## config.mk

```make
export PLATFORM = sky130hd
export DESIGN_NAME = turnaround_gap_sched
export DESIGN_NICKNAME = d
export VERILOG_FILES = /design/src/rtl/tgs_pkg.sv /design/src/rtl/tgs_rule_sel.sv /design/src/rtl/tgs_countdown.sv /design/src/rtl/turnaround_gap_sched.sv
export SDC_FILE = /design/constraint.sdc
export NUM_CORES = 1
export LEC_CHECK = 0
export BUFFER_PORTS_ARGS = -buffer_cell sky130_fd_sc_hd__buf_2
export CORE_AREA = 2 2 39 41
export DETAILED_ROUTE_END_ITERATION = 8
export DIE_AREA = 0 0 41 43
export PLACE_DENSITY = 0.49
export SETUP_SLACK_MARGIN = 0.2
export SYNTH_ARGS = -nofsm -noshare
export SYNTH_HDL_FRONTEND = slang
export SYNTH_HIERARCHICAL = 1
export SYNTH_SLANG_ARGS = --single-unit
export TNS_END_PERCENT = 10
```

## constraint.sdc

```tcl
create_clock -name clk -period 2.6 [get_ports clk]
set_clock_uncertainty 0.05 [all_clocks]
set_input_delay 0.26 -clock clk [delete_from_list [all_inputs] [get_ports clk]]
set_output_delay 0.26 -clock clk [all_outputs]
set_load 0.005 [all_outputs]
```

## src/rtl/tgs_pkg.sv

```systemverilog
package tgs_pkg;

    // Which ordering rule picked the gap (first match wins, in this order)
    typedef enum logic [3:0] {
        RULE_AWR_SAME,
        RULE_ARD_SAME,
        RULE_ARD_TO_WR,
        RULE_SWR_SAME,
        RULE_SWR_TO_ASYNC,
        RULE_SWR_DIFF,
        RULE_SWR_TO_SRD,
        RULE_ASYNC_PROG,
        RULE_SRD_DIFF,
        RULE_SRD_SAME
    } gap_rule_e;

    typedef struct packed {
        logic sync;
        logic write;
    } acc_kind_t;

    // Fixed gap attached to each rule; the programmed rule returns 0 here
    function automatic logic [1:0] fixed_gap(input gap_rule_e rule);
        case (rule)
            RULE_ARD_SAME, RULE_ARD_TO_WR:              return 2'd1;
            RULE_SWR_SAME, RULE_SWR_TO_ASYNC,
            RULE_SRD_DIFF:                              return 2'd2;
            RULE_SWR_DIFF, RULE_SWR_TO_SRD:             return 2'd3;
            default:                                    return 2'd0;
        endcase
    endfunction

endpackage

```

## src/rtl/tgs_rule_sel.sv

```systemverilog
module tgs_rule_sel
    import tgs_pkg::*;
#(
    parameter int TURN_W = 4
) (
    input  acc_kind_t         prev_kind_i,
    input  acc_kind_t         next_kind_i,
    input  logic              same_bank_i,
    input  logic              mux_mode_i,
    input  logic [TURN_W-1:0] turn_cfg_i,
    output logic [TURN_W-1:0] gap_o
);

    gap_rule_e rule_w;

    // Ordered rule list: first matching branch decides
    always_comb begin
        if (!prev_kind_i.sync && prev_kind_i.write && !next_kind_i.sync &&
            next_kind_i.write && same_bank_i && !mux_mode_i)
            rule_w = RULE_AWR_SAME;
        else if (!prev_kind_i.sync && !prev_kind_i.write && !next_kind_i.sync &&
                 !next_kind_i.write && same_bank_i && !mux_mode_i)
            rule_w = RULE_ARD_SAME;
        else if (!prev_kind_i.sync && !prev_kind_i.write && next_kind_i.write &&
                 !mux_mode_i)
            rule_w = RULE_ARD_TO_WR;
        else if (prev_kind_i.sync && prev_kind_i.write && next_kind_i.sync &&
                 next_kind_i.write && same_bank_i)
            rule_w = RULE_SWR_SAME;
        else if (prev_kind_i.sync && prev_kind_i.write && !next_kind_i.sync)
            rule_w = RULE_SWR_TO_ASYNC;
        else if (prev_kind_i.sync && prev_kind_i.write && next_kind_i.write)
            rule_w = RULE_SWR_DIFF;
        else if (prev_kind_i.sync && prev_kind_i.write)
            rule_w = RULE_SWR_TO_SRD;
        else if (!prev_kind_i.sync)
            rule_w = RULE_ASYNC_PROG;
        else if (!same_bank_i)
            rule_w = RULE_SRD_DIFF;
        else
            rule_w = RULE_SRD_SAME;
    end

    always_comb begin
        if (rule_w == RULE_ASYNC_PROG)
            gap_o = turn_cfg_i;
        else
            gap_o = TURN_W'(fixed_gap(rule_w));
    end

endmodule

```

## src/rtl/tgs_countdown.sv

```systemverilog
module tgs_countdown #(
    parameter int CNT_W = 4
) (
    input  logic             clk,
    input  logic             rst_n,
    input  logic             load_i,
    input  logic [CNT_W-1:0] load_val_i,
    output logic             ready_o
);

    typedef struct packed {
        logic [CNT_W-1:0] remain;
    } cnt_state_t;

    cnt_state_t state_d, state_q;

    always_comb begin
        state_d = state_q;
        if (load_i)
            state_d.remain = load_val_i;
        else if (state_q.remain != '0)
            state_d.remain = state_q.remain - 1'b1;
    end

    always_ff @(posedge clk or negedge rst_n) begin
        if (!rst_n)
            state_q <= '0;
        else
            state_q <= state_d;
    end

    assign ready_o = (state_q.remain == '0);

endmodule

```

## src/rtl/turnaround_gap_sched.sv

```systemverilog
module turnaround_gap_sched
    import tgs_pkg::*;
#(
    parameter int BANK_W = 2,
    parameter int TURN_W = 4
) (
    input  logic              clk,
    input  logic              rst_n,
    input  logic              done_i,
    input  logic              prev_sync_i,
    input  logic              prev_write_i,
    input  logic [BANK_W-1:0] prev_bank_i,
    input  logic              next_sync_i,
    input  logic              next_write_i,
    input  logic [BANK_W-1:0] next_bank_i,
    input  logic              mux_mode_i,
    input  logic [TURN_W-1:0] turn_cfg_i,
    output logic              ready_o
);

    acc_kind_t         prev_kind_w, next_kind_w;
    logic              same_bank_w;
    logic [TURN_W-1:0] gap_w;

    assign prev_kind_w = '{sync: prev_sync_i, write: prev_write_i};
    assign next_kind_w = '{sync: next_sync_i, write: next_write_i};
    assign same_bank_w = (prev_bank_i == next_bank_i);

    tgs_rule_sel #(.TURN_W(TURN_W)) u_rule (
        .prev_kind_i (prev_kind_w),
        .next_kind_i (next_kind_w),
        .same_bank_i (same_bank_w),
        .mux_mode_i  (mux_mode_i),
        .turn_cfg_i  (turn_cfg_i),
        .gap_o       (gap_w)
    );

    tgs_countdown #(.CNT_W(TURN_W)) u_cnt (
        .clk        (clk),
        .rst_n      (rst_n),
        .load_i     (done_i),
        .load_val_i (gap_w),
        .ready_o    (ready_o)
    );

endmodule

```

==> results by group, run 1 <==
Outcome
  – Status: finished, final reports clean

Logic synthesis
  – EDFF count, synth: 0
  – Synth unique cells: 23
  – FF+latch count, synth: 4
  – Synth Net Count: 56
  – Ys async rst share: 100%
  – Avg Inst Size Synth: 9.46 um2
  – Seq/Total Area, Yosys: 27.1%
  – Mapped Cells: 39
  – Mapped Area: roughly 370 um2
  – Top FF cell, synth: dfrtp_1
  – Warnings, synthesis: 6

Floorplan
  – Core area: 0.00138 mm2
  – # rows: 14
  – Initial core utilization: 26.7%
  – Die height: 43 um
  – Number of I/O pins: 17
  – DIE AREA: 0.00176 mm2
  – Die width: 41 um

Timing
  – Final setup margin: 983 ps
  – Tightest Pin Transition: around 240 ps
  – Fmax: approximately 620 MHz
  – Final period utilization: 62.2%
  – Post-layout minimum cycle time: 1620 ps
  – Slew HR: 84.1%
  – Fin Setup TNS: 0 ps
  – RSZ-0062 raised after global routing: false
  – Final setup fails: 0
  – Final hold violation count: 0
  – Slew Limit Fails: 0
  – Hold_ws: 257 ps

Place
  – Dpl cells: 70
  – Dpl hpwl: 550 um
  – Buffers on Ports: 16
  – Dpl ws: 760 ps
  – Routability Congestion: 0.698

Global routing
  – Remaining Overflow, GRT: 0
  – GR Layer Usage met2: around 14%
  – Antenna violations before repair: 0
  – Vias in the first global route: between 300 and 400
  – GRT Overall Usage: 9.58%
  – Most Used Layer, Global Route: met2
  – First-pass GRT wire length: 1130 um
  – GRT met3 Usage: about 1.6%
  – Largest net degree at the start of global routing: 9
  – Met1 GRT Util: 11.7%

Final layout
  – Fraction of layout cells with a size suffix above 1: a little over two fifths
  – Largest regs: u_cnt/state_q: 4 flops
  – Commonest cells after routing, fill and taps aside: 16 x buf_2, 5 x inv_1, 4 x dfrtp_1
  – Commonest non-fill, non-tap cell in the layout: buf_2
  – Max FFs per register: 4
  – Top reg by flops: u_cnt/state_q
  – Non-filler cells, final: 74
  – Final core area utilization: 36.0%
  – Area Growth Syn to Fin: 34.9%
  – Nets@finish: 77
  – # diodes: 0

CTS
  – Resized Gates After CTS: 0
  – CTS tree: yes
  – Root Buffer: clkbuf_4
  – CTS Sinks: 4
  – H-tree depth reported by CTS: 1
  – Setup repair bufs after CTS: 0
  – Reg clk slew, reported paths: approximately 30 ps
  – CTS max path bufs: 2
  – Number of hold buffers added after cts: 1
  – TritonCTS Buffers: 3
  – Clock latency at the later pin of the worst-skew pair: between 200 and 250 ps

Power and ir drop
  – Leakage power: 0.231 nW
  – Worst vdd ir: 0.194 mV
  – Power Density: 689 mW/mm2

Min path
  – Hold WC Path Type: primary input to register

Worst setup path
  – WS Path Type: register to output port
  – Worst Path Max Fanout: 3
  – Critical Path AT: around 1300 ps
  – Crit path launch type: register
  – Critical Path RT: 2290 ps
  – Crit. End Element: output port

Run
  – MaxCap Viol Count: 0

Route
  – Residual DRC count: 0
  – Wire per inst: 8.69 um
  – Detailed Route Iter0 Violations: 4
  – Vias: between 300 and 400
  – ANT nets after route: 0
  – Via density: 4.41
  – Detailed Routing Iterations Pass 1: 2
  – Drt total wl: 643 um
[Yosys cell counts, types with 2 or more instances]
cell | instances | share of area, %
xor2_1 | 2 | 4.7
o21ai_1 | 3 | 4.1
dfrtp_1 | 4 | 27
inv_1 | 5 | 5.1
nand2_1 | 2 | 2.0
nor3b_1 | 3 | 6.1
o21ai_0 | 2 | 2.7
nor3_1 | 2 | 2.7
mux2i_1 | 2 | 5.4
[report_power, final]
| group | switching, mW | internal (mW) |
|---|---|---|
| registers | 0.0201 | 0.0869 |
| logic | 0.0716 | 0.0906 |
| clock network | 0.0225 | 0.0514 |
| total | 0.114 | 0.229 |
[worst paths after layout]
check,cells past startpoint,end,slack (ps),startpoint
min in group asynchronous,2,u_cnt/state_q[3],310,rst_n
max in group asynchronous,2,u_cnt/state_q[0],2070,rst_n
worst min register to register,3,u_cnt/state_q[0],620,u_cnt/state_q[0]
worst min-delay path,2,u_cnt/state_q[0],260,done_i
worst max register to register,5,u_cnt/state_q[1],1150,u_cnt/state_q[0]
worst max-delay path,4,ready_o,980,u_cnt/state_q[0]
[through the flow]
step / power [mW] / instance area [um2]
global placement: 0.274 / 465
floorplan: 0.230 / 369
detailed placement: 0.271 / 465
finish: 0.343 / 498
global route: 0.381 / 498
CTS: 0.350 / 498
[area by class of cell]
type                    count  area [um2]
fillers                   140         886
multi-input cells          29         246
flip-flops and latches      4         100
repair buffers             17        90.1
clock buffers               3        22.5
well taps                  16        20.0
inverters                   5        18.8
[critical path, cell delays in order (launching register included)]
cell	delay, ps
dfrtp_1	360
inv_1	90
ha_1	220
nor3b_4	260
buf_2	150
[cells by family (layout without fill, tap and decap cells)]
kind of cell | count (synthesis) | after routing | synth area share [%]
AND/OR/NAND/NOR | 12 | 12 | 25.4
AO/OA/AOI/OAI | 9 | 9 | 19.3
buffers and inverters | 6 | 25 | 6.10
flip-flops | 4 | 4 | 27.1
XOR/XNOR | 3 | 3 | 7.12
multiplexers | 3 | 3 | 8.47
adder cells (fa/ha/maj) | 2 | 2 | 6.44
[metal layers]
| metal | part of all wire, % | vias up |
|---|---|---|
| met5 | 0 | - |
| met4 | 0 | 0 |
| met3 | 4.2 | 0 |
| met2 | 48 | 9 |
| met1 | 48 | 136 |
| li1 | - | 181 |
No activity file was read; power rests on OpenSTA's default activity.
==> run 2: changes to the inputs <==
--- a/config.mk
+++ b/config.mk
@@ -5,11 +5,12 @@
 export SDC_FILE = /design/constraint.sdc
 export NUM_CORES = 1
 export LEC_CHECK = 0
+export ABC_AREA = 1
 export BUFFER_PORTS_ARGS = -buffer_cell sky130_fd_sc_hd__buf_2
-export CORE_AREA = 2 2 39 41
+export CORE_AREA = 2 2 40 42
 export DETAILED_ROUTE_END_ITERATION = 8
-export DIE_AREA = 0 0 41 43
-export PLACE_DENSITY = 0.49
+export DIE_AREA = 0 0 42 44
+export PLACE_DENSITY = 0.66
 export SETUP_SLACK_MARGIN = 0.2
 export SYNTH_ARGS = -nofsm -noshare
 export SYNTH_HDL_FRONTEND = slang
==> constraint.sdc (replaced) <==
create_clock -name clk -period 1.35 [get_ports clk]
set_clock_uncertainty 0.05 [all_clocks]
set_input_delay 0.135 -clock clk [delete_from_list [all_inputs] [get_ports clk]]
set_output_delay 0.135 -clock clk [all_outputs]
set_load 0.005 [all_outputs]
==> results by group, run 2 <==
Timing
  – Tightest Pin Transition: 202 ps (-34.3 ps)
  – Final hold violation count: 0 (unchanged)
  – Slew HR: 86.5% (+2.4 points)
  – Fin Setup TNS: 0 ps (unchanged)
  – Slew Limit Fails: 0 (unchanged)
  – RSZ-0062 raised after global routing: true
  – Fmax: 767 MHz
  – Final period utilization: 96.6%
  – Post-layout minimum cycle time: 1300 ps
  – Hold_ws: 138 ps (-119 ps)
  – Final setup fails: 0 (unchanged)

Worst setup path
  – Critical Path RT: 1450 ps (-840 ps)
  – Crit. End Element: register
  – WS Path Type: primary input to register
  – Critical Path AT: 1410 ps (+100 ps)
  – Slowest cell on crit path: a21oi_1
  – Crit path buffers/inverters: 3 (+1)
  – Crit path launch type: primary input
  – CP max stage delay: 180 ps (-180 ps)
  – Delay-heaviest family, CP: simple AND/OR/NAND/NOR gates
  – Worst Path Max Fanout: 4 (+1)
  – Crit-path cells: buf_6, inv_8, nand2_2, nand2_2, nor2_4, inv_2, nand3_2, nand3_4, a21oi_1, nand3_2, o21ai_2, nand2_1, o21ai_1, nand2_1, o21ai_1

Global routing
  – Remaining Overflow, GRT: 0 (unchanged)
  – GRT Overall Usage: 17.2% (+7.6 points)
  – Antenna violations before repair: 0 (unchanged)
  – Vias in the first global route: 616 (+99%)
  – First-pass GRT wire length: 2420 um (+110%)
  – Largest net degree at the start of global routing: 8 (-1)

Floorplan
  – # rows: 14 (unchanged)
  – DIE AREA: 0.00185 mm2 (+4.8%)
  – Die height: 44 um (+2.3%)
  – Core area: 0.00142 mm2 (+2.5%)
  – Initial core utilization: 40.9% (+14 points)
  – Number of I/O pins: 17 (unchanged)
  – Die width: 42 um (+2.4%)

Route
  – Detailed Route Iter0 Violations: 7 (+3)
  – Residual DRC count: 0 (unchanged)
  – Met1 Routed Length: 536 um (+75%)
  – Via density: 4.76 (+7.9%)
  – Wire per inst: 9.25 um (+6.5%)
  – DR top layer: met4
  – DR WL met3: 32 um (+19%)
  – Met2 wire len: 742 um (+140%)
  – Vias: 680 (+110%)
  – Detailed Routing Iterations Pass 1: 4 (+2)
  – Drt total wl: 1320 um (+110%)
  – ANT nets after route: 0 (unchanged)

Logic synthesis
  – Mapped Area: 581 um2 (+57%)
  – Most frequent cell after synthesis: nand2_1
  – Largest cells by area after synthesis: nand2_1 20%, dfrtp_1 17%, inv_1 14%, nand3_1 9.5%, nor2_1 7.8%
  – Post-Synth Simple-Gate Area: 57.5% (+32 points)
  – Top post-synthesis cells by count: 31 x nand2_1, 22 x inv_1, 12 x nor2_1
  – Synth Net Count: 121 (+120%)
  – Synth Area in Adders: 2.16% (-4.3 points)
  – Top FF cell, synth: dfrtp_1
  – Avg Inst Size Synth: 5.58 um2 (-41%)
  – Multiplexer share of the synthesized area: 0% (-8.5 points)
  – Post-synth top area cell: nand2_1
  – Synth unique cells: 18 (-22%)
  – FF+latch count, synth: 4 (unchanged)
  – Largest family of logic cells by synthesized area: simple AND/OR/NAND/NOR gates
  – Warnings, synthesis: 6 (unchanged)
  – Synth Area in XOR/XNOR: 1.51% (-5.6 points)
  – Mapped Cells: 104 (+170%)
  – EDFF count, synth: 0 (unchanged)
  – Ys async rst share: 100% (unchanged)
  – Post-synth top area share: 20.0% (-7.1 points)
  – Synth Area in Compound Gates: 6.68% (-13 points)
  – Seq/Total Area, Yosys: 17.2% (-9.9 points)

CTS
  – H-tree depth reported by CTS: 1 (unchanged)
  – Clock latency at the later pin of the worst-skew pair: 230 ps (about the same)
  – CTS max path bufs: 2 (unchanged)
  – TritonCTS Buffers: 3 (unchanged)
  – CTS Sinks: 4 (unchanged)
  – Reg clk slew, reported paths: 40 ps (about the same)
  – Root Buffer: clkbuf_4
  – CTS tree: yes

Final layout
  – Non-Filler Cell Area, Final: 871 um2 (+75%)
  – Commonest non-fill, non-tap cell in the layout: nand2_1
  – Non-filler cells, final: 143 (+93%)
  – Fraction of layout cells with a size suffix above 1: 49.6% (+6.5 points)
  – Multi-input logic area: 489 um2 (+98%)
  – Largest regs: u_cnt/state_q: 4 flops
  – Commonest cells after routing, fill and taps aside: 23 x nand2_1, 15 x inv_1, 12 x buf_2, 10 x nand2_2
  – Nets@finish: 146 (+90%)
  – # diodes: 0 (unchanged)
  – Total area of sequential cells: 100 um2 (unchanged)
  – Filler cells: 132 (-5.7%)
  – Final core area utilization: 61.4% (+25 points)
  – Top reg by flops: u_cnt/state_q
  – Area Growth Syn to Fin: 50.0%
  – Max FFs per register: 4 (unchanged)

Place
  – Buffers on Ports: 16 (unchanged)
  – Routability Congestion: 0.783 (+12%)
  – Dpl cell area: 713 um2 (+53%)
  – Dpl hpwl: 1040 um (+89%)
  – Dpl cells: 137 (+96%)

Power and ir drop
  – Combinational share of power: 59.4% (+12 points)
  – Net Switching: 0.390 mW (+240%)
  – P_int: 0.531 mW (+130%)
  – Sw frac: 42.3% (+9.1 points)
  – Clock Power Share: 15.9% (-5.6 points)
  – Part of the power in registers: 24.7% (-6.5 points)
  – Worst vdd ir: 0.355 mV (+83%)
  – Leakage power: 0.490 nW (+110%)
  – Power Density: 1060 mW/mm2 (+54%)

Min path
  – Hold WC Path Type: primary input to register

Run
  – MaxCap Viol Count: 0 (unchanged)

Outcome
  – Status: finished, final reports clean
[run 2: worst min-delay path, cell delays in order]
cell and delay (ps):
buf_2 140, nand2_1 60, nand2_1 40
[run 2: power by group through the flow]
| stage | clock network (mW) | registers [mW] | logic [mW] |
|---|---|---|---|
| after global routing | 0.157 | 0.238 | 0.617 |
| after global placement | 0 | 0.222 | 0.412 |
| after detailed placement | 0 | 0.225 | 0.424 |
| final | 0.147 | 0.228 | 0.547 |
| after CTS | 0.156 | 0.229 | 0.530 |
| after floorplan | 0 | 0.211 | 0.318 |
[run 2: final cells by class]
cell class / count / share of cell area (%)
repair buffers: 20 / 15.8
multi-input cells: 77 / 56.2
flip-flops and latches: 4 / 11.5
clock buffers: 3 / 2.59
inverters: 23 / 11.6
well taps: 16 / 2.30
[run 2: worst paths after layout]
path | startpoint | to | slack [ps] | depth (start not counted)
setup / recovery | next_bank_i[0] | u_cnt/state_q[0] | 50 | 15
hold / removal | done_i | u_cnt/state_q[3] | 140 | 3
setup reg to reg | u_cnt/state_q[1] | u_cnt/state_q[0] | 210 | 6
hold reg to reg | u_cnt/state_q[1] | u_cnt/state_q[1] | 540 | 2
max in group asynchronous | rst_n | u_cnt/state_q[3] | 940 | 2
min in group asynchronous | rst_n | u_cnt/state_q[1] | 190 | 2
[run 2: logic make-up (layout without fill, tap and decap cells)]
logic type	count (synthesis)	in the layout
compound gates	7	7
xor+xnor	1	1
fa+ha+maj	1	1
buf+inv	23	46
flops	4	4
simple gates	68	68
[run 2: metal layers]
| metal | up-vias | track usage (%) |
|---|---|---|
| met4 | 0 | 11.6 |
| li1 | 362 | - |
| met5 | - | 0 |
| met1 | 305 | 18.3 |
| met3 | 2 | 1.25 |
| met2 | 11 | 32.2 |
[run 2: repair_timing]
item / in CTS / in global routing
setup endpoints to repair: 5 / 5
setup buffers: 2 / 0
pin swaps: 20 / 3
resized for setup: 26 / 10
hold buffers: 1 / 0
endpoints found under the hold margin: 4 / 0
[run 2: per-stage QoR]
step	setup slack [ps]	power, mW
after CTS	87.8	0.916
final	46.2	0.922
after detailed placement	-301	0.648
after global placement	-268	0.634
after floorplan	-1.75	0.529
after global routing	-78.7	1.01
==> run 3: changes to the inputs <==
--- a/config.mk
+++ b/config.mk
@@ -11,7 +11,9 @@
 export DETAILED_ROUTE_END_ITERATION = 8
 export DIE_AREA = 0 0 42 44
 export PLACE_DENSITY = 0.66
+export RECOVER_POWER = 25
 export SETUP_SLACK_MARGIN = 0.2
+export SLEW_MARGIN = 20
 export SYNTH_ARGS = -nofsm -noshare
 export SYNTH_HDL_FRONTEND = slang
 export SYNTH_HIERARCHICAL = 1
==> results by group, run 3 (synthesis gave the netlist of run 2 again) <==
Floorplan
  – Core area: 0.00142 mm2 (unchanged)
  – Die width: 42 um (unchanged)
  – Die height: 44 um (unchanged)
  – Initial core utilization: 40.9% (unchanged)
  – Number of I/O pins: 17 (unchanged)
  – # rows: 14 (unchanged)
  – DIE AREA: 0.00185 mm2 (unchanged)

Worst setup path
  – Crit path to: u_cnt/state_q[0]
  – Crit path from: next_bank_i[0]
  – Reg2Reg Depth: 6 (unchanged)
  – R2R Path End: u_cnt/state_q[0]
  – Critical Path AT: 1410 ps (about the same)
  – Crit-path cells: buf_6, inv_8, nand2_2, nand2_2, nor2_4, inv_2, nand3_2, nand3_4, a21oi_1, nand3_2, o21ai_2, nand2_1, o21ai_1, nand2_1, o21ai_1
  – FF-to-FF Start: u_cnt/state_q[1]
  – Critical Path RT: 1450 ps (about the same)
  – Reg2Reg Setup Slack: 210 ps (about the same)
  – Crit path launch type: primary input
  – CP max stage delay: 180 ps (about the same)
  – WS Path Type: primary input to register
  – Slowest cell on crit path: a21oi_1
  – Crit. End Element: register
  – Worst Path Max Fanout: 4 (unchanged)

Place
  – Dpl ws: -301 ps (unchanged)
  – Routability Congestion: 0.783 (unchanged)
  – Buffers on Ports: 16 (unchanged)
  – Dpl hpwl: 1040 um (unchanged)

Final layout
  – Max FFs per register: 4 (unchanged)
  – Nets@finish: 146 (unchanged)
  – Filler cells: 133 (+0.76%)
  – Commonest non-fill, non-tap cell in the layout: nand2_1
  – # diodes: 0 (unchanged)
  – Commonest cells after routing, fill and taps aside: 23 x nand2_1, 15 x inv_1, 11 x buf_2, 10 x nand2_2
  – Top reg by flops: u_cnt/state_q
  – Multi-input logic area: 489 um2 (unchanged)
  – Total area of sequential cells: 100 um2 (unchanged)
  – Fraction of layout cells with a size suffix above 1: 48.8% (-0.79 points)
  – Largest regs: u_cnt/state_q: 4 flops
  – Area Growth Syn to Fin: 49.8%

Power and ir drop
  – Power Density: 1060 mW/mm2 (about the same)
  – Leakage power: 0.488 nW (-0.56%)
  – P_int: 0.531 mW (about the same)
  – Worst vdd ir: 0.355 mV (about the same)
  – Part of the power in registers: 24.7% (about the same)
  – Sw frac: 42.3% (about the same)
  – Net Switching: 0.390 mW (about the same)
  – Combinational share of power: 59.4% (about the same)
  – Clock Power Share: 15.9% (about the same)

Min path
  – Hold WC Path Type: primary input to register

Timing
  – Final setup margin: 46.2 ps (unchanged)
  – Slew Limit Fails: 0 (unchanged)
  – Final setup fails: 0 (unchanged)
  – Post-layout minimum cycle time: 1300 ps (unchanged)
  – Final hold violation count: 0 (unchanged)
  – Hold_ws: 138 ps (unchanged)
  – Slew HR: 85.2% (-1.3 points)
  – Tightest Pin Transition: 221 ps (+19.1 ps)
  – Fmax: 767 MHz (unchanged)
  – RSZ-0062 raised after global routing: true
  – Final period utilization: 96.6% (unchanged)

Route
  – Vias: 680 (unchanged)
  – Residual DRC count: 0 (unchanged)
  – Via density: 4.76 (unchanged)
  – Detailed Routing Iterations Pass 1: 4 (unchanged)
  – ANT nets after route: 0 (unchanged)
  – Drt total wl: 1320 um (-0.15%)
  – Wire per inst: 9.24 um (-0.15%)
  – Detailed Route Iter0 Violations: 7 (unchanged)

Run
  – MaxCap Viol Count: 0 (unchanged)

CTS
  – CTS max path bufs: 2 (unchanged)
  – H-tree depth reported by CTS: 1 (unchanged)
  – CTS Sinks: 4 (unchanged)
  – Reg clk slew, reported paths: 40 ps (about the same)
  – Root Buffer: clkbuf_4
  – TritonCTS Buffers: 3 (unchanged)
  – CTS tree: yes
  – Clock latency at the later pin of the worst-skew pair: 230 ps (about the same)

Global routing
  – GRT Overall Usage: 17.2% (unchanged)
  – First-pass GRT wire length: 2420 um (unchanged)
  – Largest net degree at the start of global routing: 8 (unchanged)
  – Antenna violations before repair: 0 (unchanged)
  – Remaining Overflow, GRT: 0 (unchanged)
  – Vias in the first global route: 616 (unchanged)

Outcome
  – Status: finished, final reports clean
==> run 3: worst min-delay path by stage <==
stage	slack [ps]	start	end	cells after the start
floorplan	-210	rst_n	u_cnt/state_q[0]	0
global placement	-110	rst_n	u_cnt/state_q[1]	1
detailed placement	-110	rst_n	u_cnt/state_q[1]	1
CTS	130	done_i	u_cnt/state_q[3]	3
global route	160	done_i	u_cnt/state_q[3]	3
finish	140	done_i	u_cnt/state_q[3]	3
==> run 3: critical path: cells and delay by family <==
| family | cells | cell delay (ps) |
|---|---|---|
| and+or+nand+nor | 8 | 680 |
| AOI/OAI and AO/OA | 4 | 390 |
| buffers and inverters | 3 | 190 |
==> run 3: routing by layer <==
layer | GRT usage [%] | wire length, um | vias up
met5 | 0 | 0 | -
met4 | 11.6 | 10 | 0
met3 | 1.25 | 32 | 2
met2 | 32.2 | 742 | 11
met1 | 18.3 | 534 | 305
li1 | - | - | 362
==> run 3: cell type report <==
type,count,area share [%]
well taps,16,2.30
inverters,23,11.7
clock buffers,3,2.59
flip-flops and latches,4,11.5
repair buffers,20,15.7
multi-input cells,77,56.3
==> run 3: power by group through the flow <==
stage	sequential [mW]	clock (mW)	combinational [mW]
6_report	0.228	0.147	0.547
5_1_grt	0.238	0.157	0.617
4_1_cts	0.229	0.156	0.530
3_5_place_dp	0.225	0	0.424
3_3_place_gp	0.222	0	0.412
2_1_floorplan	0.211	0	0.318
==> run 3: through the flow <==
stage / TNS, ps / power, mW / util [%] / cells / area [um2]
2_1_floorplan: -1.75 / 0.529 / - / 104 / 606
3_3_place_gp: -945 / 0.634 / 50.3 / 137 / 713
3_5_place_dp: -1070 / 0.648 / 50.3 / 137 / 713
4_1_cts: 0 / 0.916 / 59.8 / 143 / 848
5_1_grt: -163 / 1.01 / 61.3 / 143 / 870
6_report: 0 / 0.921 / 61.3 / 143 / 870
==> run 3: timing repair <==
action | 4_1_cts | 5_1_grt
pin swaps | 20 | 3
gates resized for setup | 26 | 10
cloned | 0 | 0
endpoints found under the setup margin | 5 | 5
endpoints found under the hold margin | 4 | 0
hold buffers | 1 | 0
buffers inserted | 2 | 0
